File: config.mk
export PLATFORM = sky130hd
export DESIGN_NAME = hbl_word_asm
export DESIGN_NICKNAME = d
export VERILOG_FILES = /design/src/rtl/hbl_pkg.sv /design/src/rtl/hbl_lane_decode.sv /design/src/rtl/hbl_stage.sv /design/src/rtl/hbl_rx_hold.sv /design/src/rtl/hbl_word_asm.sv
export SDC_FILE = /design/constraint.sdc
export NUM_CORES = 1
export LEC_CHECK = 0
export ABC_AREA = 1
export ABC_CLOCK_PERIOD_IN_PS = 1150
export BUFFER_PORTS_ARGS = -buffer_cell sky130_fd_sc_hd__buf_2
export CAP_MARGIN = 10
export CORE_ASPECT_RATIO = 0.7
export CORE_MARGIN = 4
export CORE_UTILIZATION = 30
export CTS_BUF_LIST = sky130_fd_sc_hd__clkbuf_2 sky130_fd_sc_hd__clkbuf_4 sky130_fd_sc_hd__clkbuf_8
export CTS_CLUSTER_SIZE = 10
export DETAILED_ROUTE_END_ITERATION = 16
export GPL_TIMING_DRIVEN = 0
export PLACE_DENSITY = 0.52
export SLEW_MARGIN = 20
export SYNTH_ARGS = -nofsm -noshare
export SYNTH_HDL_FRONTEND = slang
export SYNTH_SLANG_ARGS = --single-unit
File: constraint.sdc
create_clock -name clk -period 1.15 [get_ports clk]
set_input_delay 0.0575 -clock clk [delete_from_list [all_inputs] [get_ports clk]]
set_output_delay 0.0575 -clock clk [all_outputs]
set_load 0.02 [all_outputs]
File: src/rtl/hbl_pkg.sv
package hbl_pkg;
    // Default geometry of the host byte window
    localparam int HBL_BYTE_W  = 8;
    localparam int HBL_LANES   = 3;
    localparam int HBL_ADDR_W  = 3;
    localparam int HBL_BASE    = 4;   // pad lane address; data lanes follow it

    typedef enum logic [1:0] {
        ACC_IDLE  = 2'd0,
        ACC_STAGE = 2'd1,
        ACC_COMMIT = 2'd2
    } acc_kind_e;
endpackage

File: src/rtl/hbl_lane_decode.sv
module hbl_lane_decode #(
    parameter int ADDR_W = hbl_pkg::HBL_ADDR_W,
    parameter int LANES  = hbl_pkg::HBL_LANES,
    parameter int BASE   = hbl_pkg::HBL_BASE
) (
    input  logic              sel,
    input  logic              wr,
    input  logic              rd,
    input  logic [ADDR_W-1:0] addr,
    output logic [LANES-1:0]  lane_we,
    output logic [LANES-1:0]  lane_re,
    output hbl_pkg::acc_kind_e kind
);
    // lane k lives at BASE+LANES-k: lane 0 (low byte) is the last address
    always_comb begin
        lane_we = '0;
        lane_re = '0;
        for (int k = 0; k < LANES; k++) begin
            if (sel && addr == ADDR_W'(BASE + LANES - k)) begin
                lane_we[k] = wr;
                lane_re[k] = rd;
            end
        end
        if (lane_we[0])
            kind = hbl_pkg::ACC_COMMIT;
        else if (|lane_we)
            kind = hbl_pkg::ACC_STAGE;
        else
            kind = hbl_pkg::ACC_IDLE;
    end
endmodule

File: src/rtl/hbl_stage.sv
module hbl_stage #(
    parameter int BYTE_W = hbl_pkg::HBL_BYTE_W,
    parameter int LANES  = hbl_pkg::HBL_LANES,
    localparam int WORD_W = BYTE_W * LANES
) (
    input  logic              clk,
    input  logic              rst_n,
    input  logic [LANES-1:0]  lane_we,
    input  logic [BYTE_W-1:0] wdata,
    output logic [WORD_W-1:0] stage_word,
    output logic [WORD_W-1:0] stage_next
);
    logic [LANES-1:0][BYTE_W-1:0] st_d, st_q;

    always_comb begin
        st_d = st_q;
        for (int k = 0; k < LANES; k++) begin
            if (lane_we[k])
                st_d[k] = wdata;
        end
    end

    always_ff @(posedge clk) begin
        if (!rst_n)
            st_q <= '0;
        else
            st_q <= st_d;
    end

    assign stage_word = st_q;
    assign stage_next = st_d;   // includes the low byte being written now
endmodule

File: src/rtl/hbl_rx_hold.sv
module hbl_rx_hold #(
    parameter int WORD_W = hbl_pkg::HBL_BYTE_W * hbl_pkg::HBL_LANES
) (
    input  logic              clk,
    input  logic              rst_n,
    input  logic              commit,
    input  logic              ack,
    input  logic [WORD_W-1:0] word_in,
    output logic [WORD_W-1:0] word,
    output logic              valid,
    output logic              ovr,
    output logic              pulse
);
    typedef struct packed {
        logic [WORD_W-1:0] word;
        logic              valid;
        logic              ovr;
        logic              pulse;
    } hold_t;

    hold_t h_d, h_q;

    always_comb begin
        h_d       = h_q;
        h_d.pulse = commit;
        if (commit) begin
            h_d.word  = word_in;
            h_d.valid = 1'b1;
            // an acknowledge in the same cycle consumed the old word
            h_d.ovr   = h_q.valid && !ack ? 1'b1 : (ack ? 1'b0 : h_q.ovr);
        end else if (ack) begin
            h_d.valid = 1'b0;
            h_d.ovr   = 1'b0;
        end
    end

    always_ff @(posedge clk) begin
        if (!rst_n)
            h_q <= '0;
        else
            h_q <= h_d;
    end

    assign word  = h_q.word;
    assign valid = h_q.valid;
    assign ovr   = h_q.ovr;
    assign pulse = h_q.pulse;
endmodule

File: src/rtl/hbl_word_asm.sv
module hbl_word_asm #(
    parameter int BYTE_W = hbl_pkg::HBL_BYTE_W,
    parameter int LANES  = hbl_pkg::HBL_LANES,
    parameter int ADDR_W = hbl_pkg::HBL_ADDR_W,
    parameter int BASE   = hbl_pkg::HBL_BASE,
    localparam int WORD_W = BYTE_W * LANES
) (
    input  logic              clk,
    input  logic              rst_n,
    input  logic              hst_sel,
    input  logic              hst_wr,
    input  logic              hst_rd,
    input  logic [ADDR_W-1:0] hst_addr,
    input  logic [BYTE_W-1:0] hst_wdata,
    output logic [BYTE_W-1:0] hst_rdata,
    input  logic              core_ack,
    output logic [WORD_W-1:0] rx_word,
    output logic              rx_valid,
    output logic              rx_ovr,
    output logic              xfer_pulse
);
    logic [LANES-1:0]   lane_we, lane_re;
    hbl_pkg::acc_kind_e kind;
    logic [WORD_W-1:0]  stage_word, stage_next;
    logic               commit;

    hbl_lane_decode #(.ADDR_W(ADDR_W), .LANES(LANES), .BASE(BASE)) dec_i (
        .sel     (hst_sel),
        .wr      (hst_wr),
        .rd      (hst_rd),
        .addr    (hst_addr),
        .lane_we (lane_we),
        .lane_re (lane_re),
        .kind    (kind)
    );

    hbl_stage #(.BYTE_W(BYTE_W), .LANES(LANES)) stg_i (
        .clk        (clk),
        .rst_n      (rst_n),
        .lane_we    (lane_we),
        .wdata      (hst_wdata),
        .stage_word (stage_word),
        .stage_next (stage_next)
    );

    assign commit = (kind == hbl_pkg::ACC_COMMIT);

    hbl_rx_hold #(.WORD_W(WORD_W)) hold_i (
        .clk     (clk),
        .rst_n   (rst_n),
        .commit  (commit),
        .ack     (core_ack),
        .word_in (stage_next),
        .word    (rx_word),
        .valid   (rx_valid),
        .ovr     (rx_ovr),
        .pulse   (xfer_pulse)
    );

    // read mux: pad lane and unmapped addresses fall through as zero
    always_comb begin
        hst_rdata = '0;
        for (int k = 0; k < LANES; k++) begin
            if (lane_re[k])
                hst_rdata = stage_word[k*BYTE_W +: BYTE_W];
        end
    end
endmodule

# [Word level (Yosys, flattened, before mapping)]
# Cells that the tools add are included.
# W data, S select, Z words.
[op_classes] add_sub_neg=0 n_mul=0 div_mod_pow=0 order_cmp=0 eq_ne=4 shift=0 muxes=18 n_bitwise=0 n_reduce_logical=9
[op_table] op="$mux W8" count=6
[op_table] op="$eq A3 B3 Y1 const B" count=3
[op_table] op="$mux W1" count=9
[op_table] op="$mux W2" count=3
[op_table] op="$logic_and A1 B1 Y1" count=4
[op_table] op="$reduce_bool A2 Y1" count=2
[op_table] op="$reduce_or A3 Y1" count=1
[op_table] op="$eq A2 B2 Y1 const B" count=1
[op_table] op="$reduce_and A2 Y1" count=1
[op_table] op="$logic_not A1 Y1" count=1
[totals] register_bits=51 latchBits=0 mem_bits_rw=0 mem_bits_ro=0 out_inout_bits=35 word_cells=38 mem_count=0

# [Depth between registers and ports, before layout]
# Gate-level depths: netlist of run 1.
[depth] depth_word=9 ltp_mapped=8 mapped_depth_nobuf=7

# [Cells and area by module]
# Synthesis of run 1 repeated with hierarchy kept, for this count alone.
[unflattened] hier_cells=435 hier_area_um2=2808.9
[modules_own_cells] module="hbl_stage" instances=1 cells_each=185 area_per_inst_um2=1347.5 seq_area_each_um2=480.5
[modules_own_cells] module="hbl_rx_hold" instances=1 cells_each=165 area_per_inst_um2=1109.8 seq_area_each_um2=540.5
[modules_own_cells] module="hbl_word_asm" instances=1 cells_each=63 area_per_inst_um2=260.2 seq_area_each_um2=0.0
[modules_own_cells] module="hbl_lane_decode" instances=1 cells_each=22 area_per_inst_um2=91.3 seq_area_each_um2=0.0

# [Worst setup path after synthesis of run 1]
# OpenSTA, ideal clock, no wires.
[synth_path] path_type="input -> output" startpoint="in hst_rd" endpoint="out hst_rdata[0]" arrival_time_ps=894 required_time_ps=1092 slack_ps=198 stages=5 path_buffers=1 cell_sequence="buf_2 inv_2 nor3_2 nand2_1 nand3_1"
[synth_via] elab_chain_len=4 elab_cells_between_ends=6 cone_classes="mux (6)"
[synth_lines] item="start, declared" line="hbl_word_asm.sv:12" source="input logic hst_rd,"
[synth_lines] item="$mux W1" line="hbl_lane_decode.sv:19" source="if (sel && addr == ADDR_W'(BASE + LANES - k)) begin"
[synth_lines] item="$mux W8 (2 in a row)" line="hbl_word_asm.sv:64" source="if (lane_re[k])"
[synth_lines] item="$mux W8 *" line="hbl_word_asm.sv:64"
[synth_lines] item="end, declared" line="hbl_word_asm.sv:15" source="output logic [BYTE_W-1:0] hst_rdata,"
# Every way passes the cells marked *; elsewhere a longest branch is shown, timed or not.

# [Worst setup path in the final report of run 1]
[layout_path] startpoint="reg stg_i.st_q (netlist bit stg_i.stage_word[22])" endpoint="out hst_rdata[6]"
[layout_via] elab_chain_len=1
[layout_lines] item="start, declared" line="hbl_stage.sv:13" source="logic [LANES-1:0][BYTE_W-1:0] st_d, st_q;"
[layout_lines] item="start signal, assigned" line="hbl_stage.sv:27" source="st_q <= st_d;"
[layout_lines] item="$mux W8" line="hbl_word_asm.sv:64"
# Every way passes these cells.

==> results of run 1 <==
final cells by class:
type | instances | area, um2 | area share
clock buffers | 7 | 83.8 | 0.0312
plain buffers | 14 | 81.3 | 0.0303
repair buffers | 54 | 313 | 0.116
inverters | 40 | 153 | 0.0568
well taps | 94 | 118 | 0.0438
multi-input cells | 188 | 911 | 0.339
clock inverters | 1 | 5.00 | 0.00186
flip-flops and latches | 51 | 1020 | 0.380
cells in the mapped netlist:
library cell / n / area (um2)
inv_1: 37 / 139
nor2_2: 1 / 6.26
nand2_2: 10 / 62.6
buf_2: 6 / 30.0
nand3_1: 50 / 250
dfxtp_1: 51 / 1020
buf_8: 1 / 15.0
inv_2: 2 / 7.51
nor2_1: 3 / 11.3
buf_4: 2 / 15.0
nand2_1: 69 / 259
a21oi_1: 50 / 250
nor2_4: 2 / 22.5
nor3_2: 2 / 20.0
clkbuf_1: 5 / 18.8
inv_4: 1 / 6.26
nand2_4: 1 / 11.3
through the flow:
stage               instances  power [uW]  hold WS [ns]  area (um2)
floorplan                 293        1990         0.180        2150
global placement          436        2090         0.301        2510
detailed placement        436        2090         0.306        2510
CTS                       448        3160        0.0363        2660
global route              449        3280        0.0380        2690
finish                    449        3120        0.0407        2690
placed cells by master, fill, tap and decap left out, drive strengths merged:
cell,instances
clkinv,1
dlygate4sd3,2
nand2,80
buf,60
dfxtp,51
nor2,6
nor3,2
clkbuf,13
a21oi,50
inv,40
nand3,50
routing by layer:
layer / global-route usage / vias up
met2: 0.221 / 48
met3: 0.0349 / 5
met1: 0.210 / 960
li1: - / 1054
met4: 0.0378 / 0
met5: 0 / -
report_power, final:
part           total (uW)  internal (uW)  switching, uW
logic                 265           85.6            179
registers            1800           1790           12.5
clock network        1060            476            579
kinds of logic after synthesis:
logic type	after synthesis
buffers and inverters	54
and+or+nand+nor	138
AOI/OAI and AO/OA	50
DFF	51
worst max path at each step:
stage                                               start      endpoint  slack (ns)
after floorplan                                    hst_rd  hst_rdata[0]        0.20
after global placement                             hst_rd  hst_rdata[6]       -0.15
after detailed placement                           hst_rd  hst_rdata[6]       -0.16
after CTS                                          hst_rd  hst_rdata[6]        0.03
after global routing      stg_i.stage_word[22]$_SDFF_PN0_  hst_rdata[6]        0.02
final                     stg_i.stage_word[22]$_SDFF_PN0_  hst_rdata[6]        0.07
sequential cells by signal, indices dropped and copies added (netlist names):
signal,cells
hold_i.word,24
stg_i.stage_word,24
hold_i.ovr,1
hold_i.pulse,1
hold_i.valid,1
timing repair:
item | CTS | global route
gates resized for setup | 3 | 1
gates cloned | 0 | 0
buffers inserted | 2 | 1
endpoints found under the hold margin | 1 | 0
pin swaps | 3 | 2
setup endpoints to repair | 8 | 8
hold buffers | 2 | 0
critical path, stage by stage, from the launching register on:
cell and delay (ns):
dfxtp_1 0.36, nand3_1 0.08, nand3_1 0.11, buf_2 0.17
==> summary.md, run 1 <==
| Metric | Value |
|---|---|
| Row count | `25` |
| Hold crit path type | `input port to flip-flop` |
| Yosys warns | `0` |
| Area growth syn-to-layout | `25.1%` |
| GRT Total Usage | `0.147` |
| Final setup margin | `0.0673 ns` |
| Share of layout cells above drive strength 1 | `0.248` |
| Netlist cell types | `17` |
| I/O Pins | `52` |
| Status | `complete, no violations` |
| Post-Synth XOR/XNOR Area | `0` |
| Fillers | `720` |
| Peak supply drop | `508 uV` |
| Largest family of logic cells by synthesized area | `simple AND/OR/NAND/NOR gates` |
| Worst reg2reg path depth | `4` |
| Routed WL per cell | `13.0 um` |
| Antenna-violating nets left | `0` |
| Post-synthesis mux area share | `0` |
| Core area | `0.00685 mm2` |
| Reg2reg setup slack | `0.40 ns` |
| Startpoint Class | `flip-flop` |
| NumNets Final | `371` |
| Via Count | `2,067` |
| Starting Density | `0.313` |
| Minimum clock period | `1.08 ns` |
| Root Buffer | `clkbuf_8` |
| Post-Route Skew | `0.00818 ns` |
| Unrepaired setup endpoints after global routing | `false` |
| Reg-to-Reg End | `hold_i.word[11]$_SDFFE_PN0P_` |
| Initial antenna violation count | `0` |
| WHS Endpoint | `stg_i.stage_word[4]$_SDFF_PN0_` |
| Gpl congestion | `0.865` |
| Leakage | `0.00121 uW` |
| Max-cap violations | `0` |
| N_diodes | `0` |
| Register area share after synthesis | `0.476` |
| Die height | `78.8 um` |
| CTS Sinks | `51` |
| GR Overflow Total | `0` |
| Pre-CTS setup slack | `-0.155 ns` |
| Number of global-route vias before repair | `1,989` |
| Crit path DAT | `1.03 ns` |
| Hold depth | `3` |
| R2R Path Start | `stg_i.stage_word[11]$_SDFF_PN0_` |
| Met2 WL | `2490 um` |
| Cell Pwr Density | `1160 mW/mm2` |
| Die area | `0.00859 mm2` |
| CP max FO | `2` |
| Crit share post-route | `0.942` |
| Adder-Cell Fraction of Synth Area | `0` |
| Clk buf depth | `2` |
| Clock Latency Late Sink | `0.30 ns` |
| Setup tns final | `0 ns` |
| DRC Markers | `0` |
| Post-Synth Simple-Gate Area | `0.300` |
| Die width | `109 um` |
| Highest metal used | `met4` |
| WP data required | `1.09 ns` |
| Worst Setup End Kind | `primary output` |
| DR pass1 iterations | `4` |
| Total Wirelength | `5840 um` |
| Layout Utilization | `0.392` |
| DRC marker count from the first detailed-route iteration | `91` |
| CTS tree | `yes` |
| Startpoint of the worst hold path | `hst_wdata[4]` |
| Mapped Nets | `310` |
| Clk slew on worst S/H paths | `0.09 ns` |
| Met1 Routed Length | `2950 um` |
| Crit path kind | `flip-flop to primary output` |
| Mapped cell area | `0.00215 mm2` |
| Worst slew pin tran | `0.528 ns` |
| Final hold viol count | `0` |
| Cells after Synth | `293` |
| Input/output buffers | `49` |
| Setup-failing EPs final | `0` |
| Metal3 WL | `353 um` |
| CTS buffer count | `5` |
| Via/cell ratio | `4.60` |
| Compound-cell area share of the yosys netlist | `0.117` |
| Max-slew violations | `0` |
| Fmax | `924 MHz` |
| CTS H-tree lvls | `2` |
| First-pass GRT wire length | `9850 um` |
| Worst slew margin | `0.648` |
| Post-DP HPWL | `4460 um` |
| Syn_area_per_cell | `7.32 um2` |
| Largest net degree at the start of global routing | `15` |
| #FFs+latches synth | `51` |
Note: power is estimated with default switching activity, not from simulation.
==> run 2: changes to the inputs <==
--- a/config.mk
+++ b/config.mk
@@ -17,6 +17,7 @@
 export DETAILED_ROUTE_END_ITERATION = 16
 export GPL_TIMING_DRIVEN = 0
 export PLACE_DENSITY = 0.52
+export SETUP_SLACK_MARGIN = 0.1
 export SLEW_MARGIN = 20
 export SYNTH_ARGS = -nofsm -noshare
 export SYNTH_HDL_FRONTEND = slang
==> run 2 against run 1 <==
  * Clock-buffer cell count stayed put
  * Highest routed layer unchanged
  * Sequential cell count stayed put
  * Critical path type unchanged
  * Largest cell class unchanged
  * Critical path depth stayed put
  * Sequential power hardly changed
  * Utilization is 1.5 points higher
  * Sequential share of layout area is 1.1 points lower
  * Maximum frequency is 7.3% higher
  * Die area stayed put
==> summary.md, run 2 (synthesized netlist as in run 1, its figures left out) <==
| Metric | Value |
|---|---|
| Hold depth | `3` |
| Clock power share | `0.337` |
| Row count | `25` |
| DRC marker count from the first detailed-route iteration | `86` |
| Fillers | `717` |
| Leakage | `0.00127 uW` |
| Worst slew pin tran | `0.510 ns` |
| N_diodes | `0` |
| Fmax | `991 MHz` |
| Final hold viol count | `0` |
| GR Overflow Total | `0` |
| Final setup margin | `0.140 ns` |
| CP max FO | `2` |
| Crit path DAT | `0.95 ns` |
| Clock Latency Late Sink | `0.30 ns` |
| R2R Path Start | `stg_i.stage_word[11]$_SDFF_PN0_` |
| Post-DP HPWL | `4460 um` |
| Multi-input gate area | `956 um2` |
| Crit share post-route | `0.878` |
| Post-Route Skew | `0.00717 ns` |
| Commonest cells after routing, fill and taps aside | `nand2_1 (67), a21oi_1 (50), buf_2 (46)` |
| GRT Total Usage | `0.149` |
| Final Cell Area | `0.00279 mm2` |
| NumNets Final | `371` |
| Register area | `0.00103 mm2` |
| Share of layout cells above drive strength 1 | `0.296` |
| WHS Endpoint | `stg_i.stage_word[4]$_SDFF_PN0_` |
| Initial antenna violation count | `0` |
| Crit path kind | `flip-flop to primary output` |
| DR pass1 iterations | `4` |
| Core area | `0.00685 mm2` |
| Worst reg2reg path depth | `4` |
| Pre-CTS setup slack | `-0.155 ns` |
| Via Count | `2,084` |
| Number of global-route vias before repair | `2,032` |
| Sequential share of power | `0.577` |
| Max-slew violations | `0` |
| Hold WS | `0.0414 ns` |
| Setup-failing EPs final | `0` |
| Unrepaired setup endpoints after global routing | `true` |
| Combinational Power Share | `0.086` |
| CTS H-tree lvls | `2` |
| Starting Density | `0.313` |
| Die width | `109 um` |
| Peak supply drop | `510 uV` |
| CTS buffer count | `5` |
| Input/output buffers | `49` |
| Gpl congestion | `0.865` |
| Post-Place Cell Area | `0.00251 mm2` |
| Fin cells | `449` |
| Die area | `0.00859 mm2` |
| Reg-to-Reg End | `hold_i.word[11]$_SDFFE_PN0P_` |
| Status | `complete, no violations` |
| CTS Sinks | `51` |
| Internal power | `2360 uW` |
| Cell Pwr Density | `1120 mW/mm2` |
| Die height | `78.8 um` |
| Clk buf depth | `2` |
| Minimum clock period | `1.01 ns` |
| DRC Markers | `0` |
| Area growth syn-to-layout | `30.0%` |
| Worst slew margin | `0.660` |
| Routed WL per cell | `13.1 um` |
| Switch Pwr | `772 uW` |
| Reg2reg setup slack | `0.39 ns` |
| I/O Pins | `52` |
| Via/cell ratio | `4.64` |
| Placed instance count | `436` |
| Root Buffer | `clkbuf_8` |
| Hold crit path type | `input port to flip-flop` |
| Setup tns final | `0 ns` |
| Clk slew on worst S/H paths | `0.09 ns` |
| CTS tree | `yes` |
| Largest net degree at the start of global routing | `15` |
| Antenna-violating nets left | `0` |
| First-pass GRT wire length | `10,000 um` |
| Most common cell after layout, fill and taps aside | `nand2_1` |
| Worst Setup End Kind | `primary output` |
| Startpoint Class | `flip-flop` |
| Total Wirelength | `5900 um` |
| WP data required | `1.09 ns` |
| Startpoint of the worst hold path | `hst_wdata[4]` |
| Max-cap violations | `0` |
| Switching share of power | `0.247` |
## run 2: changes by cell type in the layout (fill, tap and decap cells not counted)
| cell | change |
|---|---|
| nand3_1 | -8 |
| dfxtp_2 | +7 |
| buf_4 | +1 |
| dfxtp_1 | -7 |
| buf_6 | +8 |
| nand2_1 | -2 |
| nand3_2 | +8 |
| nand2_2 | +2 |
| buf_2 | -8 |
| clkbuf_4 | -1 |
## run 2: final cells by class
class                           count  share of cell area
Tap cell                           94              0.0422
Timing Repair Buffer               54               0.129
Inverter                           40              0.0547
Buffer                             14              0.0305
Clock buffer                        7              0.0301
Clock inverter                      1             0.00179
Sequential cell                    51               0.369
Multi-Input combinational cell    188               0.343
## run 2: power groups by stage
| stage | Sequential, uW | Clock [uW] | Combinational [uW] |
|---|---|---|---|
| 2_1_floorplan | 1870 | 0 | 126 |
| 3_3_place_gp | 1850 | 0 | 246 |
| 3_5_place_dp | 1850 | 0 | 247 |
| 4_1_cts | 1800 | 1090 | 266 |
| 5_1_grt | 1810 | 1180 | 303 |
| 6_report | 1800 | 1050 | 269 |
## run 2: worst max-delay path: stages (launching register included)
cell     delay, ns
dfxtp_2       0.34
nand3_1       0.09
nand3_2       0.09
buf_6         0.14
## run 2: per-layer routing
metal,wire length (um),global-route usage
met1,3000,0.210
met2,2560,0.230
met3,295,0.0341
met4,40,0.0378
met5,0,0
## run 2: per-stage QoR
stage / power, uW / utilization
final: 3130 / 0.407
after global routing: 3290 / 0.407
after CTS: 3170 / 0.399
after detailed placement: 2090 / 0.366
after global placement: 2090 / 0.366
after floorplan: 1990 / -
## run 2: what timing repair did
action,4_1_cts,5_1_grt
gates resized for setup,20,18
pin swaps,3,3
hold buffers,2,0
hold endpoints to repair,1,0
buffers inserted,3,0
setup endpoints to repair,8,10
cloned,0,0
## run 2: worst max-delay path by stage
stage,to,slack (ns),depth (start not counted),startpoint
4_1_cts,hst_rdata[6],0.1,3,stg_i.stage_word[22]$_SDFF_PN0_
6_report,hst_rdata[6],0.14,3,stg_i.stage_word[22]$_SDFF_PN0_
3_5_place_dp,hst_rdata[6],-0.16,6,hst_rd
2_1_floorplan,hst_rdata[0],0.20,5,hst_rd
5_1_grt,hst_rdata[7],0.08,3,stg_i.stage_word[23]$_SDFF_PN0_
3_3_place_gp,hst_rdata[6],-0.15,6,hst_rd
